`src/rtl/upm_pkg.sv`:
```
package upm_pkg;
  localparam int unsigned NFLAG = 4;

  typedef logic [NFLAG-1:0] flag_vec_t;

  // Round a duration in ns to the nearest whole clock cycle.
  function automatic int unsigned ns_to_cycles(input int unsigned ns,
                                               input int unsigned ref_khz);
    return (ns * ref_khz + 500000) / 1000000;
  endfunction

  function automatic int unsigned max_of4(input int unsigned a, input int unsigned b,
                                          input int unsigned c, input int unsigned d);
    int unsigned m;
    m = a;
    if (b > m) m = b;
    if (c > m) m = c;
    if (d > m) m = d;
    return m;
  endfunction
endpackage

```
`src/rtl/upm_width_counter.sv`:
```
module upm_width_counter #(
  parameter int unsigned CNT_W   = 5,
  parameter int unsigned CNT_MAX = 25
) (
  input  logic             clk,
  input  logic             rst,
  input  logic             active_i,
  output logic [CNT_W-1:0] cnt_o
);
  localparam logic [CNT_W-1:0] SAT = CNT_W'(CNT_MAX);

  logic [CNT_W-1:0] cnt_q;

  always_ff @(posedge clk) begin
    if (rst || !active_i) begin
      cnt_q <= '0;
    end else if (cnt_q != SAT) begin
      cnt_q <= cnt_q + 1'b1;
    end
  end

  assign cnt_o = cnt_q;
endmodule

```
`src/rtl/upm_sticky_flag.sv`:
```
module upm_sticky_flag #(
  parameter int unsigned CNT_W = 5,
  parameter int unsigned THR   = 4
) (
  input  logic             clk,
  input  logic             rst,
  input  logic             active_i,
  input  logic [CNT_W-1:0] cnt_i,
  input  logic             clr_i,
  output logic             flag_o
);
  localparam logic [CNT_W-1:0] THR_V = CNT_W'(THR);

  logic hit;
  logic flag_q;

  // cnt_i is the number of active cycles already seen, so a hit in this
  // cycle means the run has reached THR+1 cycles.
  assign hit = active_i && (cnt_i >= THR_V);

  always_ff @(posedge clk) begin
    if (rst) begin
      flag_q <= 1'b0;
    end else begin
      flag_q <= hit | (flag_q & ~clr_i);
    end
  end

  assign flag_o = flag_q;
endmodule

```
`src/rtl/unlock_phase_monitor.sv`:
```
module unlock_phase_monitor
  import upm_pkg::*;
#(
  parameter int unsigned REF_KHZ  = 7200,
  parameter int unsigned BIT0_NS  = 1110,
  parameter int unsigned BIT1_NS  = 2220,
  parameter int unsigned BIT2_NS  = 3330,
  parameter int unsigned BIT3_NS  = 550
) (
  input  logic                 clk,
  input  logic                 rst,
  input  logic                 up_i,
  input  logic                 dn_i,
  input  logic                 latch_i,
  output logic [NFLAG-1:0]     status_o
);
  localparam int unsigned THR_CYC [NFLAG] = '{
    ns_to_cycles(BIT0_NS, REF_KHZ),
    ns_to_cycles(BIT1_NS, REF_KHZ),
    ns_to_cycles(BIT2_NS, REF_KHZ),
    ns_to_cycles(BIT3_NS, REF_KHZ)
  };
  localparam int unsigned MAX_THR = max_of4(THR_CYC[0], THR_CYC[1], THR_CYC[2], THR_CYC[3]);
  localparam int unsigned CNT_MAX = MAX_THR + 1;
  localparam int unsigned CNT_W   = $clog2(CNT_MAX + 1);

  logic             active;
  logic [CNT_W-1:0] run_cnt;
  flag_vec_t        flag_q;
  flag_vec_t        status_q;

  assign active = up_i | dn_i;

  upm_width_counter #(
    .CNT_W   (CNT_W),
    .CNT_MAX (CNT_MAX)
  ) width_i (
    .clk      (clk),
    .rst      (rst),
    .active_i (active),
    .cnt_o    (run_cnt)
  );

  for (genvar k = 0; k < NFLAG; k++) begin : g_flag
    upm_sticky_flag #(
      .CNT_W (CNT_W),
      .THR   (THR_CYC[k])
    ) flag_i (
      .clk      (clk),
      .rst      (rst),
      .active_i (active),
      .cnt_i    (run_cnt),
      .clr_i    (latch_i),
      .flag_o   (flag_q[k])
    );
  end

  always_ff @(posedge clk) begin
    if (rst) begin
      status_q <= '0;
    end else if (latch_i) begin
      status_q <= flag_q;
    end
  end

  assign status_o = status_q;
endmodule

```
`config.mk`:
```
export PLATFORM = sky130hd
export DESIGN_NAME = unlock_phase_monitor
export DESIGN_NICKNAME = d
export VERILOG_FILES = /design/src/rtl/upm_pkg.sv /design/src/rtl/upm_width_counter.sv /design/src/rtl/upm_sticky_flag.sv /design/src/rtl/unlock_phase_monitor.sv
export SDC_FILE = /design/constraint.sdc
export NUM_CORES = 1
export LEC_CHECK = 0
export ABC_CLOCK_PERIOD_IN_PS = 1300
export CORE_AREA = 2 2 39 41
export CTS_CLUSTER_SIZE = 20
export DETAILED_ROUTE_END_ITERATION = 6
export DIE_AREA = 0 0 41 43
export GPL_TIMING_DRIVEN = 0
export PLACE_DENSITY = 0.67
export SLEW_MARGIN = 20
export SYNTH_ARGS = -nofsm -noshare
export SYNTH_HDL_FRONTEND = slang
export SYNTH_HIERARCHICAL = 1
export SYNTH_SLANG_ARGS = --single-unit
```
`constraint.sdc`:
```
create_clock -name clk -period 1.3 [get_ports clk]
set_input_delay 0.325 -clock clk [delete_from_list [all_inputs] [get_ports clk]]
set_output_delay 0.325 -clock clk [all_outputs]
set_load 0.005 [all_outputs]
```
Yosys cells after proc, flatten, opt, wreduce, memory -nomap -nowiden. Index checks and enable logic that the tools add are counted. W data, S select, Z words.

Add/subtract/negate cells: 1. Eq/ne operators: 1. Reductions and logical operators: 6. Bitwise logic cells: 10. Magnitude comparators: 4.

Operators with widths (count): $ge A5 B5 Y1 const B (2); $add A5 B1 Y5 const B (1); $ge A5 B3 Y1 const B (1); $ge A5 B4 Y1 const B (1); $ne A5 B5 Y1 const B (1); $or A1 B1 Y1 (5); $and A1 B1 Y1 (4); $logic_and A1 B1 Y1 (4); $logic_not A1 Y1 (1); $logic_or A1 B1 Y1 (1); $not A1 Y1 (1).

Output and inout bits: 4. Logic and storage cells: 28. Register bits: 13. Input bits: 5.

Depth between registers and ports, before layout. Gate-level depths: netlist of the first run.

Depth after elaboration: 3. Depth in mapped cells: 4. Depth with buffers taken out: 4.

Modules after synthesis. Netlist of the first run, hierarchy kept.

Modules (own cells, without submodules): upm_width_counter (cells an instance 25, times used 1, area each 277.8 um^2, seq. area each 100.1 um^2); unlock_phase_monitor (cells an instance 14, times used 1, area each 146.4 um^2, seq. area each 80.1 um^2); upm_sticky_flag at g_flag[1].flag_i ... (cells an instance 4, times used 2, area each 38.8 um^2, seq. area each 20.0 um^2); upm_sticky_flag at g_flag[0].flag_i (cells an instance 4, times used 1, area each 43.8 um^2, seq. area each 20.0 um^2); upm_sticky_flag at g_flag[2].flag_i (cells an instance 4, times used 1, area each 40.0 um^2, seq. area each 20.0 um^2).

Least setup slack after synthesis of the first run. Ideal clock, no wire load.

Path kind: reg-to-reg. Start: register width_i.cnt_q[1] (netlist: width_i/cnt_o[1]). End: register width_i.cnt_q[1] (netlist: width_i/cnt_o[1]). Clock period less this slack: 1168 ps. Path buffers: 0. Setup slack: 132 ps. Required time: 1228 ps. Arrival time: 1096 ps. Cell stages (with the launch flop): 5. Setup time: 72 ps. Path through: dfxtp_1 inv_1 ha_1 or3b_1 mux2i_1.

Cells in the longest elaborated chain, start to end: 1. Elaborated cells between the ends (all ways): 2. Those cells by class: add/sub (1); eq/ne (1).

RTL lines: from (decl) (RTL line upm_width_counter.sv:12) `logic [CNT_W-1:0] cnt_q;`; from (signal assigned) (RTL line upm_width_counter.sv:18) `cnt_q <= cnt_q + 1'b1;`; $add A5 B1 Y5 / $ne A5 B5 Y1 (equally long branches) (RTL line upm_width_counter.sv:18, upm_width_counter.sv:17).

Several ways; a longest one is shown, not always the timed one. A chain may end at the register's enable or synchronous reset.

Worst setup path in the final report of the first run.
Start: register width_i.cnt_q[0] (netlist: width_i/cnt_o[0]). End: register width_i.cnt_q[1] (netlist: width_i/cnt_o[1]).

Same word-level chain as after synthesis.

==> results of run 1 <==
registers in the layout (all words and copies together), names as in the netlist:
| register | cells |
|---|---|
| width_i/cnt_o | 5 |
| g_flag.flag_i/flag_o | 4 |
| status_o | 4 |
how the worst min path moves through the flow:
| stage | from | to | cells after the start |
|---|---|---|---|
| global route | g_flag[0].flag_i/flag_o | g_flag[0].flag_i/flag_o | 2 |
| CTS | g_flag[1].flag_i/flag_o | g_flag[1].flag_i/flag_o | 2 |
| floorplan | rst | g_flag[1].flag_i/flag_o | 1 |
| finish | g_flag[1].flag_i/flag_o | g_flag[1].flag_i/flag_o | 2 |
| global placement | g_flag[3].flag_i/flag_o | g_flag[3].flag_i/flag_o | 2 |
| detailed placement | g_flag[1].flag_i/flag_o | g_flag[1].flag_i/flag_o | 2 |
metal layers:
metal | wire length [um] | global-route usage | part of all wire | up-vias
met5 | 0 | 0 | 0 | -
met4 | 6 | 0.08000 | 0.0061 | 0
met3 | 46 | 0.03141 | 0.046 | 2
met2 | 484 | 0.1906 | 0.49 | 9
met1 | 453 | 0.1634 | 0.46 | 189
li1 | - | - | - | 224
power by group:
| group | internal [mW] | leakage, nW | switching (mW) |
|---|---|---|---|
| sequential | 0.405 | 0.108 | 0.00755 |
| combinational | 0.0382 | 0.191 | 0.0267 |
| clock | 0.114 | 0.0177 | 0.133 |
| total | 0.557 | 0.316 | 0.167 |
layout make-up:
type | count | area, um^2 | share of cell area
Tap cell | 16 | 20.02 | 0.02712
Timing Repair Buffer | 11 | 96.34 | 0.1305
Clock inverter | 1 | 5.005 | 0.006780
Sequential cell | 13 | 266.5 | 0.3610
Multi-Input combinational cell | 40 | 319.1 | 0.4322
Clock buffer | 3 | 22.52 | 0.03051
Buffer | 1 | 5.005 | 0.006780
Inverter | 1 | 3.754 | 0.005085
worst reg2reg max path, stage by stage (launching register included):
cell and delay [ps]:
dfxtp_1 410, ha_1 250, or3b_1 370, mux2i_1 120
placed cells by master (no fill, tap or decap):
cell type / count
mux2i_1: 8
dfxtp_1: 8
dlygate4sd2_1: 5
dfxtp_2: 5
nor2_1: 4
or3b_1: 4
nand3b_1: 4
clkbuf_4: 3
nand2b_1: 3
nand3_1: 3
clkdlybuf4s50_1: 3
buf_4: 3
a21oi_1: 2
a21oi_2: 2
ha_1: 2
or2_4: 1
clkbuf_2: 1
clkinv_2: 1
nand2b_4: 1
o21ai_0: 1
nand2_1: 1
o31ai_1: 1
inv_1: 1
and4b_1: 1
xnor2_1: 1
nor4b_2: 1
logic make-up after synthesis:
logic type / after synthesis
muxes: 8
and+or+nand+nor: 23
DFF: 13
AOI/OAI and AO/OA: 6
xor gates and xnor gates: 1
adders and majority gates: 2
buffers and inverters: 2
what timing repair did:
item,CTS,global route
buffers inserted,0,3
setup endpoints to repair,8,3
resized for setup,10,1
pin swaps,0,1
==> results.txt, run 1 <==
The run finished with clean final reports. The clock latency at the later pin of the worst-skew pair is 270 ps. The multiplexer fraction of the synthesized cell area is 0.1368.

The main combinational cell family by area after synthesis is simple AND/OR/NAND/NOR gates. The static leakage is 0.3165 nW. The count of nets left with antenna violations after detail routing is 0. The largest individual stage delay along the critical path comes from the cell dfxtp_1. In this design, the stage delay of the slowest critical-path cell is around 410 ps. The clock edge transition at the registers on the reported setup and hold paths is 90 ps. The highest clock frequency the design can meet is 817.9 MHz. The final critical path time including I/O delays and setup came out at 1223 ps. The fraction of synthesized cell area in xor and xnor cells came out at 0.01496. The count of filler cells inserted in the layout came out at 135.

The number of buffers and inverters on the critical path is 0. Counting distinct cell types in the post-synthesis netlist gives 20. The sort of element at the end of the critical path is a flip-flop. The aggregate routed wire length is 991 um. The fraction of final layout cells with drive strength greater than 1 came out at 0.2571. The worst-case IR drop observed on VDD is 548.9 uV. The die is 41 um wide. The hold buffer count at CTS is 0. The fraction of the mapped netlist area in simple logic gates came out at 0.2778. The required time at the worst-slack endpoint is roughly 1500 ps. The iteration-0 DRC count of the detailed router is 2. The setup slack on the worst flop-to-flop path came out at approximately 77 ps. The floorplan row count is 14. The number of inserted diodes is 0. After layout, the design draws a total of 0.7237 mW.

The die is about 43 um tall. The share of the synthesized area in compound gates (AO/OA/AOI/OAI) came out at 0.06838. The classification of the worst setup path is flip-flop to flip-flop. The post-layout instance count excluding filler cells came out at 86. The area growth from synthesis to layout is 26.07%. The count of buffers added on input and output ports is 8. The post-synthesis adder-cell area fraction came out at 0.04274.

The number of global-route vias before repair is about 370. The worst hold slack is between 400 and 500 ps. The design area came out at 738.2 um^2. The mapped netlist covers 585.6 um^2.

The most used flip-flop cell after synthesis is dfxtp_1. The number of nets at the end of the flow came out at slightly below 80. The share of synthesized area occupied by flip-flops and latches came out at 0.4444.

The class of the tightest hold or removal check is flip-flop to flip-flop. The post-detailed-route via-to-cell ratio is 4.930. The first-pass detailed-route iteration total came out at 3. The max-slew violation total from the final report came out at 0.

The congestion estimate from routability-driven global placement came to around 0.68. In the final routed layout, each cell accounts on average for 11.52 um. The startpoint of the most critical setup path is width_i/cnt_o[0]. Of all cell types, the one taking the most synthesized area is dfxtp_1. The I/O pin count came out at 9. The worst max-slew margin expressed relative to the limit is 0.6214. In the finished design, the share of the clock period the worst path needs comes to 0.9405. The initial utilization of the core area, before any placement, comes to 0.4231.

The ratio of total power to cell area is 980.4 mW/mm^2. The clock net in this run drives a total of 13 sinks. The number of enable flip-flop cells after synthesis is 0.

The area share of the leading cell type in the synthesized netlist came out at 0.4444. The number of buffers created by CTS is 3. At the end of the flow the core is filled with cells to 0.5335. Entering global routing, the biggest net connects 18 pins. OpenSTA, run right after detailed placement, puts the worst setup slack at -418.9 ps.

The most instantiated library cell after synthesis is dfxtp_1. The number of cells on the critical path is 3. The last element of the critical path is width_i/cnt_o[1]. Walking the worst path, the cells encountered are ha_1 > or3b_1 > mux2i_1. The endpoint identified for the worst register-to-register timing path is width_i/cnt_o[1].

Once placement completed, the tool counted placed cells totaling 79. The final routed DRC violation total is 0. The CTS H-tree depth is 1. The count of vias placed by the detailed router is 424. By count the netlist is led by dfxtp_1, mux2i_1, nand3b_1, nor2_1, or3b_1. The flip-flop and latch count after synthesis is 13. The net count of the mapped netlist came out at 62. STA classifies the critical path startpoint as a flip-flop.

Setup repair after global routing left no endpoint under its margin. The floorplan die area came out at 0.001763 mm^2. The number of cells on the worst reg-to-reg path is 3. The least setup slack across all paths after layout is slightly below 80 ps. The final setup violation count came out at 0. At the pin with the least slew margin, the transition time is 567.9 ps.

The critical register-to-register path startpoint is width_i/cnt_o[0]. No sink is reached through more buffers than the 2 on the longest clock path. The setup TNS after final layout came out at 0 ps.

Dividing the synthesized area by the synthesized cell count gives roughly 11 um^2. The endpoint arrival time on the critical path came out at between 1000 and 1500 ps. The number of instances in the synthesized netlist is between 50 and 60. Summed over all layers, the global routing overflow is 0. Summed over all nets, the half-perimeter wirelength after detailed placement is 684.1 um. The area of the core region is 0.001384 mm^2. The initial antenna violation count is 0. Across the routed clock network, the largest skew measured is 9.137 ps. Broken down by cell family, the worst path's largest delay share belongs to flip-flops. The aggregate global-route resource usage came out at 0.1302. Ranked by total cell area, the synthesized netlist is headed by dfxtp_1, mux2i_1, or3b_1. TritonCTS built the clock tree.

The global-route wire length before repair is around 1500 um. The warning count from the yosys run is 6. The placed standard-cell area is 685.7 um^2. The final hold violation count is 0. The share of async-settable or async-resettable flops after synthesis is 0. The CTS root buffer is clkbuf_4.

Across the run, the number of max-cap violations was 0. The critical-path maximum fanout came out at 5.
Note: power is estimated with default switching activity, not from simulation.
==> inputs of run 2 (changes only) <==
SETUP_SLACK_MARGIN = 0.1   (was default)
==> results.txt, run 2 (synthesized netlist as in run 1, its figures left out) <==
The final worst-path cycle share came out at 0.9034 (-0.03718). The total overflow reported by the global router is 0 (unchanged). The cell type of the slowest stage on the worst timing path is dfxtp_4. In the layout the commonest cells are mux2i_1, dfxtp_1, buf_4, dfxtp_2. The number of inserted diodes is 0 (unchanged). The die boundary width came out at 41 um (unchanged). The number of buffers and inverters on the critical path came to 0 (unchanged). The CTS root buffer is clkbuf_4. The design area was 767.0 um^2 (+3.9%).

The setup TNS after final layout came to 0 ps (unchanged). The worst max-slew margin expressed relative to the limit came to 0.6250 (+0.003584). The number of flip-flops in the largest register came to 5 (unchanged). The ratio of total power to cell area is 948.7 mW/mm^2 (-3.2%).

The number of cells on the critical path is 3 (unchanged). The endpoint arrival time on the critical path was 1380 ps (-50 ps). The floorplan row count came to 14 (unchanged). The worst setup path is of the flip-flop to flip-flop kind.

The count of filler cells inserted in the layout is 136 (+0.74%). The delay of the slowest cell on the worst path came out at 360 ps (-50 ps). The clock latency at the later pin of the worst-skew pair came to 270 ps (about the same). The maximum number of pins on one net before global-route repair came out at 18 (unchanged). The initial antenna violation count came out at 0 (unchanged). Traced cell by cell, the critical path runs through ha_1 > or3b_1 > mux2i_1. TritonCTS built the clock tree.

The floorplan die area is 0.001763 mm^2 (unchanged). The area growth from synthesis to layout came out at 30.98%. The aggregate global-route resource usage came out at 0.1443 (+0.01413).

The count of nets left with antenna violations after detail routing came out at 0 (unchanged). The clock sink total came out at 13 (unchanged). The global-route wire length before repair is 1669 um (+9.5%). The static leakage is 0.3371 nW (+6.5%).

The vertical extent of the die was 43 um (unchanged). The final routed wire length divided by cell count is 12.14 um (+5.3%). The post-detailed-route via-to-cell ratio is 5.057 (+2.6%). The number of cells on the worst reg-to-reg path came to 3 (unchanged).

The count of max-cap constraint violations came out at 0 (unchanged). The final hold violation count is 0 (unchanged). The worst slack after detailed placement is -418.9 ps (unchanged).

The worst clock skew came out at 7.388 ps (-1.749 ps). The clock edge transition at the registers on the reported setup and hold paths is 80 ps (about the same). Setup repair after global routing could not meet its margin everywhere. The number of buffers created by CTS is 3 (unchanged). The count of input and output buffers is 8 (unchanged).

The setup slack on the worst flop-to-flop path is 130 ps (+50 ps). The required time at the worst-slack endpoint was 1500 ps (about the same). The slew of the pin with the lowest slew margin is 562.5 ps (-5.376 ps). The final setup violation count came to 0 (unchanged). The fraction of final layout cells with drive strength greater than 1 is 0.2917 (+0.03452). The sort of element at the end of the critical path is a flip-flop. The count of vias placed by the detailed router came out at 445 (+5.0%). STA classifies the critical path startpoint as a flip-flop. The flow ran to the end, and the final reports show no timing, DRC or antenna violations.

The number of global-route vias before repair came out at 404 (+8.6%). The CTS H-tree depth is 1 (unchanged). The max-slew violation total from the final report is 0 (unchanged). The final critical path time including I/O delays and setup came out at 1174 ps (-48.33 ps). The area of the core region is 0.001384 mm^2 (unchanged). The highest clock frequency the design can meet came out at 851.5 MHz (+4.1%).

The area taken by flip-flops and latches is 270.3 um^2 (+1.4%). The footprint of the multi-input gates came out at 319.1 um^2 (unchanged). The placed standard-cell area is 685.7 um^2 (unchanged). The cell count of the worst hold path came to 2 (unchanged). The final weighted congestion of routability-driven global placement is 0.6759 (unchanged). The critical-path maximum fanout was 3 (-2). The most common cell after layout, fill and taps aside is mux2i_1. The worst register-to-register path begins at width_i/cnt_o[0]. The overall power is 0.7277 mW (+0.55%). The most critical setup path has its startpoint at width_i/cnt_o[0]. The kind of cell with the highest combined delay along the critical path is flip-flops.

The first-pass detailed-route iteration total came to 4 (+1). The number of nets at the end of the flow came out at 80 (+2.6%). The half-perimeter wire length after detailed placement came out at 684.1 um (unchanged). The aggregate routed wire length came out at 1068 um (+7.8%). The final routed DRC violation total is 0 (unchanged).

The iteration-0 DRC count of the detailed router is 5 (+3). The path class of the tightest hold or removal check is flip-flop to flip-flop. Following the worst setup path forward leads to its endpoint at width_i/cnt_o[1]. The maximum root-to-sink buffer count came out at 2 (unchanged). The starting density of the core was 0.4231 (unchanged). The I/O pin count is 9 (unchanged). The hold buffer count at CTS came to 0 (unchanged).

The endpoint of the worst register-to-register path is width_i/cnt_o[1]. The maximum VDD drop is 535.0 uV (-2.5%). The least setup slack across all paths after layout is 125.6 ps (+48.33 ps).
-- run 2: worst min path at each step --
stage	startpoint	end	slack, ps
finish	g_flag[1].flag_i/flag_o	g_flag[1].flag_i/flag_o	480
CTS	g_flag[1].flag_i/flag_o	g_flag[1].flag_i/flag_o	480
floorplan	rst	g_flag[1].flag_i/flag_o	390
detailed placement	g_flag[1].flag_i/flag_o	g_flag[1].flag_i/flag_o	470
global placement	g_flag[3].flag_i/flag_o	g_flag[3].flag_i/flag_o	460
global route	g_flag[0].flag_i/flag_o	g_flag[0].flag_i/flag_o	500
-- run 2: final cells by class --
type                    instances  share of cell area
plain buffers                   1            0.009788
clock buffers                   3             0.02936
clock inverters                 1            0.006525
inverters                       1            0.004894
multi-input cells              40              0.4160
flip-flops and latches         13              0.3524
well taps                      16             0.02610
repair buffers                 13              0.1550
-- run 2: layer usage --
| layer | up-vias | wire length [um] | GRT usage |
|---|---|---|---|
| met5 | - | 0 | 0 |
| met4 | 0 | 6 | 0.08000 |
| met3 | 2 | 45 | 0.03141 |
| met2 | 9 | 570 | 0.2375 |
| met1 | 203 | 445 | 0.1601 |
| li1 | 231 | - | - |
-- run 2: stage by stage --
step           std cells  utilization  hold slack [ps]
2_1_floorplan         55            -            387.4
3_3_place_gp          79       0.4955            456.7
3_5_place_dp          79       0.4955            466.4
4_1_cts               86       0.5353            482.9
5_1_grt               88       0.5543            500.0
6_report              88       0.5543            481.4
-- run 2: power breakdown --
part,leakage [nW],internal [mW],switching [mW]
sequential,0.108,0.404,0.00480
clock,0.0177,0.114,0.128
combinational,0.211,0.0441,0.0327
total,0.337,0.562,0.165
-- run 2: what timing repair did --
action | in CTS | in global routing
endpoints found under the setup margin | 9 | 9
pin swaps | 1 | 2
setup buffers | 3 | 2
resized for setup | 14 | 6
-- run 2: worst min-delay path: stages (launching register included) --
cell and delay [ps]:
dfxtp_1 320, nand2b_1 80, a21oi_2 50
